$ cat config.mk
export PLATFORM = sky130hd
export DESIGN_NAME = wake_pwr_ctl
export DESIGN_NICKNAME = d
export VERILOG_FILES = /design/src/rtl/wk_pkg.sv /design/src/rtl/wk_rst_sync.sv /design/src/rtl/wk_mode_fsm.sv /design/src/rtl/wk_wake_flags.sv /design/src/rtl/wk_rwake_ctl.sv /design/src/rtl/wake_pwr_ctl.sv
export SDC_FILE = /design/constraint.sdc
export NUM_CORES = 1
export LEC_CHECK = 0
export CAP_MARGIN = 40
export CORE_AREA = 2 2 39 41
export DETAILED_ROUTE_END_ITERATION = 16
export DIE_AREA = 0 0 41 43
export DONT_BUFFER_PORTS = 1
export PLACE_DENSITY = 0.44
export SETUP_SLACK_MARGIN = 0.15
export SYNTH_ARGS = -nofsm -noshare
export SYNTH_HDL_FRONTEND = slang
export SYNTH_SLANG_ARGS = --single-unit
$ cat constraint.sdc
create_clock -name clk -period 1.85 [get_ports clk]
set_input_delay 0.0925 -clock clk [delete_from_list [all_inputs] [get_ports clk]]
set_output_delay 0.0925 -clock clk [all_outputs]
set_load 0.02 [all_outputs]
$ cat src/rtl/wk_pkg.sv
package wk_pkg;

    typedef enum logic [1:0] {
        ST_LOAD    = 2'd0,
        ST_RUN     = 2'd1,
        ST_RESET   = 2'd2,
        ST_ISOLATE = 2'd3
    } wk_state_e;

    localparam int WK_FLAG_MAGIC = 0;
    localparam int WK_FLAG_LINK  = 1;
    localparam int WK_NUM_FLAGS  = 2;

endpackage

$ cat src/rtl/wk_rst_sync.sv
module wk_rst_sync #(
    parameter int STAGES = 2
) (
    input  logic clk,
    input  logic por_n,
    input  logic pin_n,
    output logic rst_s
);
    localparam int LAST = STAGES - 1;

    logic [STAGES-1:0] chain_q;

    generate
        if (STAGES < 2) begin : g_bad
            initial $error("wk_rst_sync needs at least two stages");
        end
    endgenerate

    always_ff @(posedge clk or negedge por_n) begin
        if (!por_n) begin
            chain_q <= '0;
        end else begin
            chain_q <= {chain_q[STAGES-2:0], ~pin_n};
        end
    end

    assign rst_s = chain_q[LAST];
endmodule

$ cat src/rtl/wk_mode_fsm.sv
module wk_mode_fsm
    import wk_pkg::*;
(
    input  logic      clk,
    input  logic      por_n,
    input  logic      rst_s,
    input  logic      pwr_good,
    input  logic      cfg_done,
    output wk_state_e state,
    output logic      int_rst,
    output logic      ee_load
);
    wk_state_e state_q, state_d;

    always_comb begin
        state_d = state_q;
        unique case (state_q)
            ST_LOAD: begin
                if (rst_s && pwr_good)      state_d = ST_RESET;   // LOAD_HIT
                else if (cfg_done)          state_d = ST_RUN;     // LOAD_DONE
            end
            ST_RUN: begin
                if (rst_s && pwr_good)      state_d = ST_RESET;   // RUN_HIT
                else if (rst_s)             state_d = ST_ISOLATE; // RUN_AUX
            end
            ST_RESET: begin
                if (!rst_s || !pwr_good)    state_d = ST_LOAD;    // RST_END
            end
            ST_ISOLATE: begin
                if (!rst_s)                 state_d = ST_RUN;     // ISO_END
                else if (pwr_good)          state_d = ST_RESET;   // ISO_PWR
            end
            default:                        state_d = ST_LOAD;
        endcase
    end

    always_ff @(posedge clk or negedge por_n) begin
        if (!por_n) state_q <= ST_LOAD;
        else        state_q <= state_d;
    end

    always_comb begin
        int_rst = 1'b0;
        ee_load = 1'b0;
        unique case (state_q)
            ST_LOAD:    ee_load = 1'b1;
            ST_RESET:   int_rst = 1'b1;
            ST_RUN,
            ST_ISOLATE: ;
            default:    ;
        endcase
    end

    assign state = state_q;
endmodule

$ cat src/rtl/wk_wake_flags.sv
module wk_wake_flags
    import wk_pkg::*;
(
    input  logic                    clk,
    input  logic                    por_n,
    input  logic                    clr_all,
    input  logic [WK_NUM_FLAGS-1:0] hit,
    input  logic [WK_NUM_FLAGS-1:0] w1c,
    output logic [WK_NUM_FLAGS-1:0] flag
);
    logic [WK_NUM_FLAGS-1:0] flag_q;

    always_ff @(posedge clk or negedge por_n) begin
        if (!por_n) begin
            flag_q <= '0;
        end else begin
            for (int i = 0; i < WK_NUM_FLAGS; i++) begin
                if (clr_all)     flag_q[i] <= 1'b0;
                else if (hit[i]) flag_q[i] <= 1'b1;
                else if (w1c[i]) flag_q[i] <= 1'b0;
            end
        end
    end

    assign flag = flag_q;
endmodule

$ cat src/rtl/wk_rwake_ctl.sv
module wk_rwake_ctl (
    input  logic clk,
    input  logic por_n,
    input  logic cfg_done,
    input  logic pwr_good,
    input  logic magic_act,
    input  logic lcd_mode,
    input  logic magic_flag,
    input  logic link_flag,
    input  logic pol,
    input  logic gate,
    input  logic totem,
    output logic pin_o,
    output logic pin_oe,
    output logic pin_od
);
    logic cfg_known_q;
    logic wake_act;
    logic gated;

    always_ff @(posedge clk or negedge por_n) begin
        if (!por_n)        cfg_known_q <= 1'b0;
        else if (cfg_done) cfg_known_q <= 1'b1;
    end

    assign wake_act = (magic_act && magic_flag) || (lcd_mode && link_flag);
    assign pin_o    = pol ? wake_act : ~wake_act;
    assign gated    = gate && !pwr_good;
    assign pin_od   = ~totem;
    assign pin_oe   = cfg_known_q && !gated && (totem || !pin_o);
endmodule

$ cat src/rtl/wake_pwr_ctl.sv
module wake_pwr_ctl
    import wk_pkg::*;
#(
    parameter int SYNC_STAGES = 2
) (
    input  logic clk,
    input  logic por_n,
    input  logic pci_rst_n,
    input  logic pwr_good,
    input  logic mp_hit,
    input  logic lc_hit,
    input  logic mp_w1c,
    input  logic lc_w1c,
    input  logic cfg_done,
    input  logic pme_status,
    input  logic pme_en,
    input  logic pme_ovr,
    input  logic mp_en,
    input  logic mp_mode,
    input  logic lcd_mode,
    input  logic rwake_pol,
    input  logic rwake_gate,
    input  logic rwake_totem,
    output logic pme_req,
    output logic rwake_o,
    output logic rwake_oe,
    output logic rwake_od,
    output logic wake_ind,
    output logic int_rst,
    output logic ee_load,
    output logic pci_hiz
);
    logic                    rst_s;
    wk_state_e               state;
    logic [WK_NUM_FLAGS-1:0] flag;
    logic                    magic_act;

    wk_rst_sync #(.STAGES(SYNC_STAGES)) u_sync (
        .clk   (clk),
        .por_n (por_n),
        .pin_n (pci_rst_n),
        .rst_s (rst_s)
    );

    wk_mode_fsm u_fsm (
        .clk      (clk),
        .por_n    (por_n),
        .rst_s    (rst_s),
        .pwr_good (pwr_good),
        .cfg_done (cfg_done),
        .state    (state),
        .int_rst  (int_rst),
        .ee_load  (ee_load)
    );

    wk_wake_flags u_flags (
        .clk     (clk),
        .por_n   (por_n),
        .clr_all (int_rst),
        .hit     ({lc_hit, mp_hit}),
        .w1c     ({lc_w1c, mp_w1c}),
        .flag    (flag)
    );

    assign magic_act = !pwr_good && (mp_en || mp_mode);

    wk_rwake_ctl u_rwake (
        .clk        (clk),
        .por_n      (por_n),
        .cfg_done   (cfg_done),
        .pwr_good   (pwr_good),
        .magic_act  (magic_act),
        .lcd_mode   (lcd_mode),
        .magic_flag (flag[WK_FLAG_MAGIC]),
        .link_flag  (flag[WK_FLAG_LINK]),
        .pol        (rwake_pol),
        .gate       (rwake_gate),
        .totem      (rwake_totem),
        .pin_o      (rwake_o),
        .pin_oe     (rwake_oe),
        .pin_od     (rwake_od)
    );

    assign pme_req  = (pme_status && pme_en)
                   || (pme_ovr && flag[WK_FLAG_MAGIC])
                   || (pme_ovr && flag[WK_FLAG_LINK]);
    assign wake_ind = magic_act;
    assign pci_hiz  = rst_s;
endmodule

---- Yosys cells after proc, flatten, opt, wreduce, memory -nomap -nowiden ----
Cells that the tools add are included.
operators by class
  $add $sub $neg .......................... 0
  multiply operators ...................... 0
  divide/modulo/power cells ............... 0
  order comparisons ....................... 0
  equal/unequal tests ..................... 7
  shift operators ......................... 0
  multiplexer cells ....................... 17
  bitwise gates (word level) .............. 3
  reductions and logical operators ........ 24
operators by type and width
  operator            count
  $mux 2              7
  $logic_and 1x1->1   10
  $mux 1              9
  $pmux 2 s4          1
  $logic_or 1x1->1    6
  $ne 3x2->1 const B  2
  $reduce_bool 3->1   2
  $eq 2x2->1 const B  2
  $logic_not 1->1     4
  $reduce_and 4->1    1
  $ne 3x3->1 const B  1
  $not 1->1           3
  $eq 2x1->1 const B  1
  $logic_not 2->1     1
  $ne 2x1->1 const B  1
storage, ports and cells
  bits in registers ....................... 7
  latch bits .............................. 0
  bits in writable memories ............... 0
  ROM bits ................................ 0
  bits of input ports ..................... 18
  output and inout bits ................... 8
  memories kept ........................... 0

---- Logic depth before layout (Yosys ltp) ----
  depth in word-level cells ............... 9
  mapped depth ............................ 3
  depth with buffers taken out ............ 3

---- By module ----
From an unflattened synthesis, not the netlist that was laid out.
second synthesis, totals
  cell total of the unflattened synthesis .. 31
  area total of the unflattened synthesis .. 322.8 um^2
by module, submodules not included
  module         times used  cells an instance  area each (um^2)  seq. area each (um^2)
  wk_mode_fsm    1           7                  91.3              50.0
  wk_wake_flags  1           8                  80.1              50.0
  wk_rwake_ctl   1           8                  77.6              25.0
  wk_rst_sync    1           3                  53.8              50.0
  wake_pwr_ctl   1           5                  20.0              0.0

---- Worst setup path before layout ----
No wires, ideal clock.
  path type ............................... reg2out
  start point ............................. reg u_flags.flag_q[1] (netlist: u_flags.flag[1])
  end point ............................... out rwake_o
  arrival time ............................ 0.941 ns
  required time ........................... 1.757 ns
  path slack .............................. 0.817 ns
  stages on the path, launching flop included .. 3
  path buffers ............................ 0
  path through ............................ dfrtp_1 > a22oi_2 > xor2_1
between the ends
  word-level cells in the longest chain between the ends .. 4
RTL lines
  item                               RTL line             source
  from (decl)                        wk_wake_flags.sv:11  logic [WK_NUM_FLAGS-1:0] flag_q;
  from (signal assigned)             wk_wake_flags.sv:15  flag_q <= '0;
  from (signal, indexed assignment)  wk_wake_flags.sv:18  if (clr_all) flag_q[i] <= 1'b0;
  from (signal, indexed assignment)  wk_wake_flags.sv:19  else if (hit[i]) flag_q[i] <= 1'b1;
  $logic_and 1x1->1 (*)              wk_rwake_ctl.sv:26   assign wake_act = (magic_act && magic_flag) || (lcd_mode && link_flag);
  $logic_or 1x1->1 (*)               wk_rwake_ctl.sv:26
  $not 1->1                          wk_rwake_ctl.sv:27   assign pin_o = pol ? wake_act : ~wake_act;
  $mux 1 (*)                         wk_rwake_ctl.sv:27
  to (decl)                          wake_pwr_ctl.sv:25   output logic rwake_o,
Every way passes the cells marked *; elsewhere a longest branch is shown, timed or not.

---- Worst setup path in the final report ----
Same ends and word-level chain as after synthesis.

==> impl_metrics.sql <==
INSERT INTO impl_metrics (metric_group, metric, value, unit) VALUES
('run_status', 'run_status', 'completed', ''),
('yosys', 'syn-cell-area', '350', 'um^2'),
('yosys', 'synth.yosys.seq_area_share', '0.500', ''),
('cells_and_area', 'fillers', '155', ''),
('floorplanning', 'num_rows', '14', ''),
('pwr', 'power.static_leakage', '0.000203', 'uW'),
('global_routing', 'first_global_vias', '297', ''),
('floorplanning', 'num_io_pins', '26', ''),
('setup_path', 'setup.worst_path.end', 'rwake_o', ''),
('global_routing', 'groute.usage.overall', '0.101', ''),
('sta', 'setup_viol', '0', ''),
('clocking', 'cts_tree', 'done', ''),
('setup_path', 'timing.rr.start', 'u_fsm.state[0]', ''),
('yosys', 'dominantRegCellSynth', 'sky130_fd_sc_hd__dfrtp_1', ''),
('floorplanning', 'die_ar', '1760', 'um^2'),
('sta', 'period_share', '0.732', ''),
('worst_hold_path', 'min_path_type', 'input pin to flop', ''),
('yosys', 'ys_warn_count', '0', ''),
('yosys', 'synthesis.nets', '53', ''),
('sta', 'max-slew-margin-rel', '0.632', ''),
('route', 'finalWirelength', '728', 'um'),
('sta', 'max_freq', '738', 'MHz'),
('placed_design', 'routabilityCongestion', '0.585', ''),
('route', 'vias', '277', ''),
('yosys', 'netlist.area_leader.share', '0.500', ''),
('cells_and_area', 'antenna-diode-count', '0', ''),
('pwr', 'pwr_density_cell', '850', 'nW/um^2'),
('clocking', 'htree_levels', '1', ''),
('route', 'detail_route.wl_per_cell', '11.9', 'um'),
('clocking', 'ctsLongestPathBuffers', '2', ''),
('yosys', 'synth.top_cells.by_area', 'sky130_fd_sc_hd__dfrtp_1 50%, sky130_fd_sc_hd__a21oi_1 7.1%, sky130_fd_sc_hd__inv_1 5.4%, sky130_fd_sc_hd__o21ba_4 4.6%, sky130_fd_sc_hd__nor2_1 4.3%', ''),
('pwr', 'power.ir.vdd_worst', '268', 'uV'),
('yosys', 'postSynth.asyncResetShare', '1.00', ''),
('route', 'drc_errors', '0', ''),
('cells_and_area', 'utilization', '0.330', ''),
('placed_design', 'place.detailed.instances', '51', ''),
('clocking', 'clock_sink_count', '7', ''),
('sta', 'report.final.hold_viol_count', '0', ''),
('global_routing', 'grt_antenna_before_repair', '0', ''),
('route', 'drt.antenna.violating_nets', '0', ''),
('global_routing', 'grt_pass1_wl', '1.17', 'mm'),
('yosys', 'gate_count_of_the_mapped_netlist', '35', ''),
('yosys', 'edff_count_synth', '0', ''),
('placed_design', 'placement.io_buffers', '0', ''),
('clocking', 'clk_pin_slew_worst_setup_hold_paths', '50', 'ps'),
('setup_path', 'worst_r2r_path_depth', '2', ''),
('setup_path', 'timing.critical_path.from_type', 'flop', ''),
('sta', 'total_negative_slack_for_setup_checks', '0', 'ps'),
('yosys', 'synth-seq-cells', '7', ''),
('route', 'vias_per_cell', '4.54', ''),
('floorplanning', 'start_util', '0.253', ''),
('sta', 'unrepaired_setup_endpoints_after_global_routing', 'false', ''),
('yosys', 'synth_top_cell_by_area', 'sky130_fd_sc_hd__dfrtp_1', ''),
('clocking', 'ctsResizeCount', '0', ''),
('route', 'drtPass1Iterations', '2', ''),
('placed_design', 'place_ws', '752', 'ps'),
('floorplanning', 'coreArea', '1380', 'um^2'),
('sta', 'final_max_slew_viol_count', '0', ''),
('placed_design', 'dp_hpwl', '610', 'um'),
('clocking', 'tritoncts.num_buffers', '3', ''),
('yosys', 'ranking_of_synthesized_cells_by_instance_count', '7 x sky130_fd_sc_hd__dfrtp_1, 5 x sky130_fd_sc_hd__a21oi_1, 5 x sky130_fd_sc_hd__inv_1', ''),
('sta', 'min_cycle_time_layout', '1350', 'ps'),
('setup_path', 'end_kind', 'primary output', ''),
('cells_and_area', 'layoutNonFillerInstCount', '61', ''),
('setup_path', 'worstSetupStartpoint', 'u_flags.flag[1]', ''),
('yosys', 'synthDistinctLibCells', '17', ''),
('cells_and_area', 'share_of_post_route_cells_with_drive_strength_above_1', '0.200', ''),
('setup_path', 'critical_path.reg2reg.endpoint', 'u_flags.flag[0]', ''),
('setup_path', 'worst-r2r-setup-slack', '780', 'ps'),
('flow_run', 'cap_viol_max_count', '0', ''),
('global_routing', 'grt_max_degree', '8', '');
## report_power, final
part           total [uW]  switching, uW  leakage, uW  internal (uW)
registers             179           13.6    0.0000793            165
clock network         138           55.4    0.0000150           82.3
logic                71.9           43.0     0.000109           28.9
total                 388            112     0.000203            276
## kinds of logic (layout without fill, tap and decap cells)
group / after synthesis / after routing / share of synthesized area
compound gates: 10 / 10 / 0.214
xor+xnor: 1 / 1 / 0.0250
buf+inv: 5 / 15 / 0.0536
flops: 7 / 7 / 0.500
simple gates: 12 / 12 / 0.207
## cell type report
| type | instances | area [um^2] | area share |
|---|---|---|---|
| flip-flops and latches | 7 | 175 | 0.384 |
| multi-input cells | 23 | 156 | 0.342 |
| repair buffers | 6 | 60.1 | 0.132 |
| clock buffers | 4 | 26.3 | 0.0575 |
| well taps | 16 | 20.0 | 0.0438 |
| inverters | 5 | 18.8 | 0.0411 |
## metal layers
metal | wire (um) | track usage | vias up
met1 | 272 | 0.106 | 126
li1 | - | - | 138
met2 | 377 | 0.147 | 13
met3 | 78 | 0.0314 | 0
met4 | 0 | 0.100 | 0
met5 | 0 | 0 | -
## layout by cell type, fill, tap and decap left out, drive strengths merged
| master | netlist | layout |
|---|---|---|
| a211o | 1 | 1 |
| inv | 5 | 5 |
| nand3 | 1 | 1 |
| nand2 | 2 | 2 |
| a21oi | 5 | 5 |
| a22oi | 1 | 1 |
| nor2 | 4 | 4 |
| and4 | 1 | 1 |
| dfrtp | 7 | 7 |
| nor3 | 1 | 1 |
| dlygate4sd3 | 0 | 6 |
| nand2b | 1 | 1 |
| o21ba | 1 | 1 |
| o21a | 1 | 1 |
| or2 | 1 | 1 |
| xor2 | 1 | 1 |
| o21ai | 1 | 1 |
| nand4b | 1 | 1 |
| clkbuf | 0 | 4 |
## critical path, cell delays in order, from the launching register on
cell and delay (ps):
sky130_fd_sc_hd__dfrtp_1 420, sky130_fd_sc_hd__a22oi_2 190, sky130_fd_sc_hd__xor2_1 400
## worst min-delay path by stage
| stage | to | depth (start not counted) | from | slack, ps |
|---|---|---|---|---|
| 2_1_floorplan | u_flags.flag[0] | 0 | por_n | -200 |
| 3_3_place_gp | u_sync.chain_q[0] | 0 | por_n | -200 |
| 3_5_place_dp | u_sync.chain_q[0] | 0 | por_n | -200 |
| 4_1_cts | u_flags.flag[1] | 3 | lc_w1c | 30 |
| 5_1_grt | u_flags.flag[0] | 3 | mp_w1c | 50 |
| 6_report | u_fsm.state[0] | 2 | cfg_done | 40 |
## metrics by stage
step	hold WS, ps	area, um^2
detailed placement	-203	370
global route	54.3	457
floorplan	-203	350
global placement	-203	370
finish	35.1	457
CTS	29.0	457
## flip-flops by register name (all words and copies together), names as in the netlist
signal / cells
u_fsm.state: 2
u_rwake.cfg_known_q: 1
u_flags.flag: 2
u_sync.chain_q: 2
## repair_timing
item,CTS,global route
setup buffers,0,0
hold buffers,6,0
endpoints found under the hold margin,13,0
endpoints found under the setup margin,0,0
Note: power is estimated with default switching activity, not from simulation.
